File: src/rtl/tod_alarm_pkg.sv
package tod_alarm_pkg;

    localparam int REG_W = 8;

    // Register select codes seen on reg_sel
    typedef enum logic [1:0] {
        SEL_MIN  = 2'd0,
        SEL_HOUR = 2'd1,
        SEL_DAY  = 2'd2,
        SEL_NONE = 2'd3
    } alarm_sel_e;

    // Mask bit triple {minutes, hours, day}
    typedef enum logic [2:0] {
        RATE_EVERY_MIN = 3'b111,
        RATE_MIN_HIT   = 3'b011,
        RATE_HM_HIT    = 3'b001,
        RATE_FULL_HIT  = 3'b000
    } alarm_rate_e;

    typedef struct packed {
        logic [REG_W-1:0] min_r;
        logic [REG_W-1:0] hour_r;
        logic [REG_W-1:0] day_r;
    } alarm_bank_t;

    // Bits kept in a register: the value field plus the mask bit on top
    function automatic logic [REG_W-1:0] keep_bits(input int width);
        logic [REG_W-1:0] k;
        for (int i = 0; i < REG_W; i++) begin
            k[i] = (i < width) || (i == REG_W - 1);
        end
        return k;
    endfunction

endpackage

File: src/rtl/tod_alarm_regs.sv
module tod_alarm_regs
    import tod_alarm_pkg::*;
#(
    parameter int MIN_W  = 7,
    parameter int HOUR_W = 7,
    parameter int DAY_W  = 3
) (
    input  logic              clk,
    input  logic              rst_n,
    input  logic              wr_en,
    input  logic              rd_en,
    input  logic [1:0]        sel,
    input  logic [REG_W-1:0]  wdata,
    output logic [REG_W-1:0]  rdata,
    output logic              access,
    output logic [2:0]        mask_bits,
    output logic [MIN_W-1:0]  alm_min,
    output logic [HOUR_W-1:0] alm_hour,
    output logic [DAY_W-1:0]  alm_day
);

    localparam logic [REG_W-1:0] MIN_KEEP  = keep_bits(MIN_W);
    localparam logic [REG_W-1:0] HOUR_KEEP = keep_bits(HOUR_W);
    localparam logic [REG_W-1:0] DAY_KEEP  = keep_bits(DAY_W);

    alarm_bank_t bank_d, bank_q;
    alarm_sel_e  sel_e;

    assign sel_e = alarm_sel_e'(sel);

    always_comb begin
        bank_d = bank_q;
        if (wr_en) begin
            case (sel_e)
                SEL_MIN:  bank_d.min_r  = wdata & MIN_KEEP;
                SEL_HOUR: bank_d.hour_r = wdata & HOUR_KEEP;
                SEL_DAY:  bank_d.day_r  = wdata & DAY_KEEP;
                default:  bank_d = bank_q;
            endcase
        end
    end

    always_ff @(posedge clk or negedge rst_n) begin
        if (!rst_n) begin
            bank_q <= '0;
        end else begin
            bank_q <= bank_d;
        end
    end

    always_comb begin
        case (sel_e)
            SEL_MIN:  rdata = bank_q.min_r;
            SEL_HOUR: rdata = bank_q.hour_r;
            SEL_DAY:  rdata = bank_q.day_r;
            default:  rdata = '0;
        endcase
    end

    assign access    = (wr_en | rd_en) & (sel_e != SEL_NONE);
    assign mask_bits = {bank_q.min_r[REG_W-1], bank_q.hour_r[REG_W-1], bank_q.day_r[REG_W-1]};
    assign alm_min   = bank_q.min_r[MIN_W-1:0];
    assign alm_hour  = bank_q.hour_r[HOUR_W-1:0];
    assign alm_day   = bank_q.day_r[DAY_W-1:0];

    AST_DAY_PAD_ZERO: assert property (@(posedge clk) disable iff (!rst_n)
        (bank_q.day_r & ~DAY_KEEP) == '0);

    AST_UNMAPPED_WRITE_IGNORED: assert property (@(posedge clk) disable iff (!rst_n)
        (wr_en && sel_e == SEL_NONE) |=> $stable(bank_q));

endmodule

File: src/rtl/tod_alarm_match.sv
module tod_alarm_match
    import tod_alarm_pkg::*;
#(
    parameter int MIN_W  = 7,
    parameter int HOUR_W = 7,
    parameter int DAY_W  = 3
) (
    input  logic              tick,
    input  logic              min_edge,
    input  logic [2:0]        mask_bits,
    input  logic [MIN_W-1:0]  alm_min,
    input  logic [HOUR_W-1:0] alm_hour,
    input  logic [DAY_W-1:0]  alm_day,
    input  logic [MIN_W-1:0]  cur_min,
    input  logic [HOUR_W-1:0] cur_hour,
    input  logic [DAY_W-1:0]  cur_day,
    output logic              fire
);

    logic        eq_min, eq_hour, eq_day;
    logic        hit;
    logic        check_slot;
    alarm_rate_e rate;

    assign eq_min     = (alm_min  == cur_min);
    assign eq_hour    = (alm_hour == cur_hour);
    assign eq_day     = (alm_day  == cur_day);
    assign check_slot = tick & min_edge;
    assign rate       = alarm_rate_e'(mask_bits);

    always_comb begin
        case (rate)
            RATE_EVERY_MIN: hit = 1'b1;
            RATE_MIN_HIT:   hit = eq_min;
            RATE_HM_HIT:    hit = eq_min & eq_hour;
            RATE_FULL_HIT:  hit = eq_min & eq_hour & eq_day;
            default:        hit = 1'b0;
        endcase
    end

    assign fire = check_slot & hit;

endmodule

File: src/rtl/tod_alarm_out.sv
module tod_alarm_out #(
    parameter int PULSE_CYC = 300000
) (
    input  logic clk,
    input  logic rst_n,
    input  logic fire,
    input  logic access,
    input  logic pulse_mode,
    input  logic tod_mask,
    input  logic src_sel,
    input  logic wdog_irq,
    output logic flag,
    output logic irq
);

    localparam int CNT_W = $clog2(PULSE_CYC + 1);
    localparam logic [CNT_W-1:0] LOAD = CNT_W'(PULSE_CYC - 1);

    typedef struct packed {
        logic             flag;
        logic [CNT_W-1:0] cnt;
    } out_state_t;

    out_state_t st_d, st_q;

    always_comb begin
        st_d = st_q;
        if (fire) begin
            st_d.flag = 1'b1;
            st_d.cnt  = LOAD;
        end else if (access) begin
            st_d.flag = 1'b0;
            st_d.cnt  = '0;
        end else if (pulse_mode && st_q.flag) begin
            if (st_q.cnt == '0) begin
                st_d.flag = 1'b0;
            end else begin
                st_d.cnt = st_q.cnt - 1'b1;
            end
        end
    end

    always_ff @(posedge clk or negedge rst_n) begin
        if (!rst_n) begin
            st_q <= '0;
        end else begin
            st_q <= st_d;
        end
    end

    assign flag = st_q.flag;
    assign irq  = src_sel ? wdog_irq : (st_q.flag & ~tod_mask);

    AST_ACCESS_CLEARS: assert property (@(posedge clk) disable iff (!rst_n)
        (access && !fire) |=> !flag);

    AST_LEVEL_HOLDS: assert property (@(posedge clk) disable iff (!rst_n)
        (!pulse_mode && flag && !access) |=> flag);

    AST_PULSE_ENDS: assert property (@(posedge clk) disable iff (!rst_n)
        (pulse_mode && flag && st_q.cnt == '0 && !fire && !access) |=> !flag);

    AST_COUNT_BOUND: assert property (@(posedge clk) disable iff (!rst_n)
        st_q.cnt <= LOAD);

endmodule

File: src/rtl/tod_alarm_intr.sv
module tod_alarm_intr
    import tod_alarm_pkg::*;
#(
    parameter int CLK_HZ   = 100_000_000,
    parameter int PULSE_MS = 3,
    parameter int MIN_W    = 7,
    parameter int HOUR_W   = 7,
    parameter int DAY_W    = 3
) (
    input  logic              clk,
    input  logic              rst_n,
    input  logic              tick,
    input  logic              min_edge,
    input  logic [MIN_W-1:0]  cur_min,
    input  logic [HOUR_W-1:0] cur_hour,
    input  logic [DAY_W-1:0]  cur_day,
    input  logic              reg_wr,
    input  logic              reg_rd,
    input  logic [1:0]        reg_sel,
    input  logic [REG_W-1:0]  reg_wdata,
    output logic [REG_W-1:0]  reg_rdata,
    input  logic              tod_mask,
    input  logic              pulse_mode,
    input  logic              src_sel,
    input  logic              wdog_irq,
    output logic              tod_flag,
    output logic              irq
);

    localparam int PULSE_CYC = (CLK_HZ / 1000) * PULSE_MS;

    logic              access;
    logic              fire;
    logic [2:0]        mask_bits;
    logic [MIN_W-1:0]  alm_min;
    logic [HOUR_W-1:0] alm_hour;
    logic [DAY_W-1:0]  alm_day;

    tod_alarm_regs #(.MIN_W(MIN_W), .HOUR_W(HOUR_W), .DAY_W(DAY_W)) u_regs (
        .clk      (clk),
        .rst_n    (rst_n),
        .wr_en    (reg_wr),
        .rd_en    (reg_rd),
        .sel      (reg_sel),
        .wdata    (reg_wdata),
        .rdata    (reg_rdata),
        .access   (access),
        .mask_bits(mask_bits),
        .alm_min  (alm_min),
        .alm_hour (alm_hour),
        .alm_day  (alm_day)
    );

    tod_alarm_match #(.MIN_W(MIN_W), .HOUR_W(HOUR_W), .DAY_W(DAY_W)) u_match (
        .tick     (tick),
        .min_edge (min_edge),
        .mask_bits(mask_bits),
        .alm_min  (alm_min),
        .alm_hour (alm_hour),
        .alm_day  (alm_day),
        .cur_min  (cur_min),
        .cur_hour (cur_hour),
        .cur_day  (cur_day),
        .fire     (fire)
    );

    tod_alarm_out #(.PULSE_CYC(PULSE_CYC)) u_out (
        .clk       (clk),
        .rst_n     (rst_n),
        .fire      (fire),
        .access    (access),
        .pulse_mode(pulse_mode),
        .tod_mask  (tod_mask),
        .src_sel   (src_sel),
        .wdog_irq  (wdog_irq),
        .flag      (tod_flag),
        .irq       (irq)
    );

    AST_FLAG_NEEDS_BOUNDARY: assert property (@(posedge clk) disable iff (!rst_n)
        $rose(tod_flag) |-> $past(tick && min_edge));

    AST_UNMAPPED_READS_ZERO: assert property (@(posedge clk) disable iff (!rst_n)
        (reg_sel == 2'd3) |-> (reg_rdata == '0));

endmodule

File: config.mk
export PLATFORM = sky130hd
export DESIGN_NAME = tod_alarm_intr
export DESIGN_NICKNAME = d
export VERILOG_FILES = /design/src/rtl/tod_alarm_pkg.sv /design/src/rtl/tod_alarm_regs.sv /design/src/rtl/tod_alarm_match.sv /design/src/rtl/tod_alarm_out.sv /design/src/rtl/tod_alarm_intr.sv
export SDC_FILE = /design/constraint.sdc
export NUM_CORES = 1
export LEC_CHECK = 0
export BUFFER_PORTS_ARGS = -buffer_cell sky130_fd_sc_hd__buf_2
export CAP_MARGIN = 15
export CORE_ASPECT_RATIO = 0.5
export CORE_UTILIZATION = 28
export CTS_CLUSTER_SIZE = 16
export DETAILED_ROUTE_END_ITERATION = 12
export PLACE_DENSITY_LB_ADDON = 0.15
export SYNTH_ARGS = -nofsm -noshare
export SYNTH_HDL_FRONTEND = slang
export SYNTH_SLANG_ARGS = --single-unit
File: constraint.sdc
create_clock -name clk -period 2.05 [get_ports clk]
set_input_delay 0.5125 -clock clk [delete_from_list [all_inputs] [get_ports clk]]
set_output_delay 0.5125 -clock clk [all_outputs]
set_load 0.01 [all_outputs]
# [Yosys cells after proc, flatten, opt, wreduce, memory -nomap -nowiden]
# Index checks and enable logic that the tools add are counted.
[word_totals] regBits=40 output_inout_bits=10 word_cells=43
[classes] n_addsub=1 n_eq_ne=10 n_mux=8 bitwise_logic=8 n_reduce_logical=11
[op_table] op="two-way mux 20 bit" n=3
[op_table] op="case mux 8 bit (3 select lines)" n=1
[op_table] op="zero test 19 bit" n=1
[op_table] op="two-way mux 19 bit" n=1
[op_table] op="subtractor 19 x 1 -> 19 bit (second input constant)" n=1
[op_table] op="equality test 7 bit" n=2
[op_table] op="AND reduction 2 bit" n=5
[op_table] op="AND 1 bit" n=6
[op_table] op="nonzero test 3 bit" n=2
[op_table] op="case mux 1 bit (4 select lines)" n=1
[op_table] op="equality test 3 x 1 -> 1 bit (second input constant)" n=1
[op_table] op="equality test 3 x 2 -> 1 bit (second input constant)" n=1
[op_table] op="equality test 3 bit" n=1
[op_table] op="equality test 3 bit (second input constant)" n=1
[op_table] op="zero test 3 bit" n=1
[op_table] op="!= test 3 bit (second input constant)" n=1
[op_table] op="equality test 2 x 1 -> 1 bit (second input constant)" n=1
[op_table] op="equality test 2 bit (second input constant)" n=1
[op_table] op="zero test 2 bit" n=1
[op_table] op="two-way mux 1 bit" n=2
[op_table] op="!= test 2 bit (second input constant)" n=1
[op_table] op="logical AND 1 bit" n=1
[op_table] op="NOT 1 bit" n=1
[op_table] op="bitwise OR 1 bit" n=1

# [Logic depth before layout (Yosys ltp)]
[logic_depth] depth_word=7 ltp_mapped=7

# [Hierarchy]
# From an unflattened synthesis, not the netlist that was laid out.
[unflattened] cells_unflattened=214 area_unflattened_um2=2352.3
[modules_own_cells] module="tod_alarm_out" n_inst=1 cells_each=125 area_per_inst_um2=1218.7 seq_area_each_um2=500.5
[modules_own_cells] module="tod_alarm_regs" n_inst=1 cells_each=64 area_per_inst_um2=922.1 seq_area_each_um2=500.5
[modules_own_cells] module="tod_alarm_match" n_inst=1 cells_each=25 area_per_inst_um2=211.5 seq_area_each_um2=0.0

# [Least setup slack after synthesis]
# Ideal clock, no wire load.
[synth_path] path_type="register -> register" startpoint="register u_out.st_q[6] in the netlist's numbering" endpoint="register u_out.st_q[1] in the netlist's numbering" arrival_ps=1868 required_time_ps=1976 setup_slack_ps=108 path_stages_with_launch=6 path_cell_list="dfrtp_1 -> or4_4 -> nor4_4 -> a21oi_2 -> mux2_4 -> o21ai_2"
[synth_between] elab_chain_cells=3
[synth_rtl] element="from (decl)" line_no="tod_alarm_out.sv:24" rtl="out_state_t st_d, st_q;"
[synth_rtl] element="from (signal assigned)" line_no="tod_alarm_out.sv:47" rtl="st_q <= st_d;"
[synth_rtl] element="zero test 19 bit" line_no="tod_alarm_out.sv:35" rtl="if (st_q.cnt == '0) begin"
[synth_rtl] element="!= test 3 bit (no source line)"
[synth_rtl] element="AND reduction 2 bit (no source line)"
# Every way passes these cells.
# A chain may end at the register's enable or synchronous reset.

# [Final worst setup path]
[layout_path] startpoint="register u_out.st_q[6] in the netlist's numbering" endpoint="register u_out.st_q[10] in the netlist's numbering"
[layout_between] elab_chain_cells=5 elab_cells_between_ends=8 cone_classes="add/sub (1); eq/ne (1); mux (4); reduce/logical (2)"
[layout_rtl] element="subtractor 19 x 1 -> 19 bit" line_no="tod_alarm_out.sv:38" rtl="st_d.cnt = st_q.cnt - 1'b1;"
[layout_rtl] element="two-way mux 19 bit" line_no="tod_alarm_out.sv:35"
[layout_rtl] element="two-way mux 20 bit" line_no="tod_alarm_out.sv:34" rtl="end else if (pulse_mode && st_q.flag) begin"
[layout_rtl] element="two-way mux 20 bit" line_no="tod_alarm_out.sv:31" rtl="end else if (access) begin"
[layout_rtl] element="two-way mux 20 bit" line_no="tod_alarm_out.sv:28" rtl="if (fire) begin"
# Parallel ways exist; a longest one is shown, timed or not. The select of a mux whose other input is x is not followed.

==> results.yml <==
yosys:
  synth-async-reset-ratio_pct: 100
  synth_top_area_share_pct: 44.1
  ys_ff_latch: 40
  synth-edff-count: 0
  yosys.area.top_type: "dfrtp_1"
  synth_nets: 249
  synthTopCellsByArea: "dfrtp_1 (44%), mux2_2 (9.9%), xor2_1 (6.9%)"
  synthFlopType: "dfrtp_1"
  postSynthCellCount: 211
  synth-seq-area-share_pct: 44.1
  yosysUniqueCellTypes: 41
  syn_area_um2: 2270
  synth_warnings: 0
  avgSynthCellArea_um2: 10.8
cts:
  root_buffer: "clkbuf_16"
  cts_buffers: 5
  htree_num_levels: 2
  clk_latency_ns: 0.28
  cts_tree: "built"
  clock_sinks: 40
  path_clk_slew_ns: 0.06
  postCtsHoldBufs: 0
  clk_path_buf_depth: 2
final_layout:
  seqCellArea_um2: 1000
  final_nets: 315
  areaGrowthSynthToFinish_pct: 29.3
  multiInputGateArea_um2: 1260
  final_cell_mix: "buf_2 (46), dfrtp_1 (40), mux2_2 (20)"
  postLayoutCellArea_um2: 2930
  layout_commonest_cell: "buf_2"
  fillers: 794
  layout-drive-gt1-share_pct: 37.4
  utilization_pct: 38.8
  antenna_cells: 0
sta:
  slew_headroom_pct: 54.5
  period_share_pct: 99.9
  slew_violations: 0
  rsz0062_at_grt: "true"
  finalSetupViolCount: 0
  post-route-min-period_ns: 2.05
  fmax_mhz: 488
  hold_viol: 0
  tns_ns: 0
  tightest_slew_ns: 0.677
  clock_skew_ns: 0.00195
detailed_routing:
  vias: 1822
  final_antenna_net_count: 0
  wl_per_cell_um: 14.4
  drt-pass1-iter-count: 4
  drt_wl_total_um: 5560
  drt-initial-drc-count: 68
  drt-vias-per-instance: 4.72
  drc_errors: 0
grt:
  grt_use_total_pct: 14.1
  grt-ovfl-total: 0
  antenna_found_initial: 0
  grt_pass1_wl_um: 9150
  grt_start_max_net_pins: 41
  grt_pass1_vias: 1867
placed_design:
  placed_cell_area_um2: 2760
  routabilityCongestion: 0.773
  numPortBuffers: 46
  dpl.hpwl_um: 4120
floorplan:
  dieHeight_um: 65.7
  start_util_pct: 30.0
  die-area_um2: 8490
  dieWidth_um: 129
  placementRows: 22
  core_area_um2: 7570
  io_pins: 47
power_and_ir_drop:
  seq_power_share_pct: 40.8
  max-vdd-ir-drop_mv: 0.285
  power.share.switching_pct: 30.3
  p_leak_nw: 1.35
  internal-power_mw: 1.69
  power_frac_clock_pct: 32.4
  power_density_nw_per_um2: 826
  power_switching_mw: 0.734
  share_comb_of_total_power_pct: 26.9
setup_path:
  critPathArrivalTime_ns: 2.21
  cp-start-kind: "flip-flop"
  endpoint_kind: "flip-flop"
  crit_type: "flip-flop to flip-flop"
  worst-path-max-fanout: 5
  cp.required_ns: 2.21
min_path:
  worstHoldPathType: "input pin to async pin"
flow_run:
  drv_cap: 0
run_status:
  status: "complete, no violations"
power groups by stage:
stage	sequential, mW	clock (mW)	combinational (mW)
after floorplan	0.980	0	0.402
after global placement	1.00	0	0.616
after detailed placement	1.00	0	0.623
after CTS	0.990	0.799	0.627
after global routing	1.00	0.834	0.720
final	0.987	0.785	0.651
cell type report:
class / count / share of cell area [%]
inverters: 3 / 0.384
flip-flops and latches: 40 / 34.1
repair buffers: 65 / 12.8
well taps: 108 / 4.61
multi-input cells: 162 / 43.1
clock buffers: 8 / 4.99
repair_timing:
item	in CTS	in global routing
resized for setup	0	8
setup buffers	0	1
setup endpoints to repair	2	20
pin swaps	2	11
critical path: stages, from the launching register on:
cell	delay [ns]
dfrtp_1	0.38
or4_4	0.61
nor4_4	0.37
buf_4	0.19
nand3b_1	0.09
xnor2_1	0.14
and3_1	0.15
per-layer routing:
metal / vias up / global-route usage [%] / part of all wire [%]
met2: 35 / 23.4 / 46
met5: - / 0 / 0
met3: 5 / 2.36 / 2.8
li1: 889 / - / -
met1: 893 / 18.8 / 50
met4: 0 / 4.85 / 1.0
registers in the layout, summed over array words and instances (netlist names):
signal and count:
u_regs.alm_hour 7, u_regs.mask_bits 3, u_out.st_q 19, u_out.flag 1, u_regs.alm_min 7, u_regs.alm_day 3
kinds of logic after synthesis:
group           synth area share (%)
flops                           44.1
mux                             14.1
xor+xnor                        12.3
simple gates                    19.3
buf+inv                         1.49
compound gates                  8.10
fa+ha+maj                      0.551
cells in the mapped netlist (2+ instances only):
cell type,number
nor2_1,9
or3_1,2
o21ai_0,14
o211ai_1,3
nand3b_1,5
dfrtp_1,40
nand2b_1,2
and3_1,9
nand3_1,6
inv_1,3
nor4_1,8
nor4_4,2
nand4_1,2
mux2_2,20
xor2_1,18
nand2_1,15
a21oi_1,4
xnor2_1,14
clkbuf_1,5
nor2b_1,2
mux2i_1,8
per-stage QoR:
step / hold slack, ns / worst slack (ns) / std cells / power [mW]
after floorplan: 0.217 / 0.108 / 211 / 1.38
after global placement: 0.514 / -0.0573 / 378 / 1.62
final: 0.298 / 0.00199 / 386 / 2.42
after CTS: 0.323 / 0.0219 / 386 / 2.42
after global routing: 0.344 / -0.0609 / 386 / 2.56
after detailed placement: 0.523 / -0.139 / 378 / 1.63
final timing paths:
check / startpoint / endpoint / slack, ns / cells after the start
max: u_out.st_q[6] / u_out.st_q[10] / 0.002 / 6
min: rst_n / u_regs.alm_min[3] / 0.30 / 2
max reg2reg: u_out.st_q[6] / u_out.st_q[10] / 0.002 / 6
min reg2reg: u_out.st_q[18] / u_out.st_q[18] / 0.54 / 2
max in group asynchronous: rst_n / u_out.st_q[16] / 1.37 / 2
min in group clk: reg_wdata[4] / u_regs.alm_hour[4] / 0.48 / 2
Note: power is estimated with default switching activity, not from simulation.
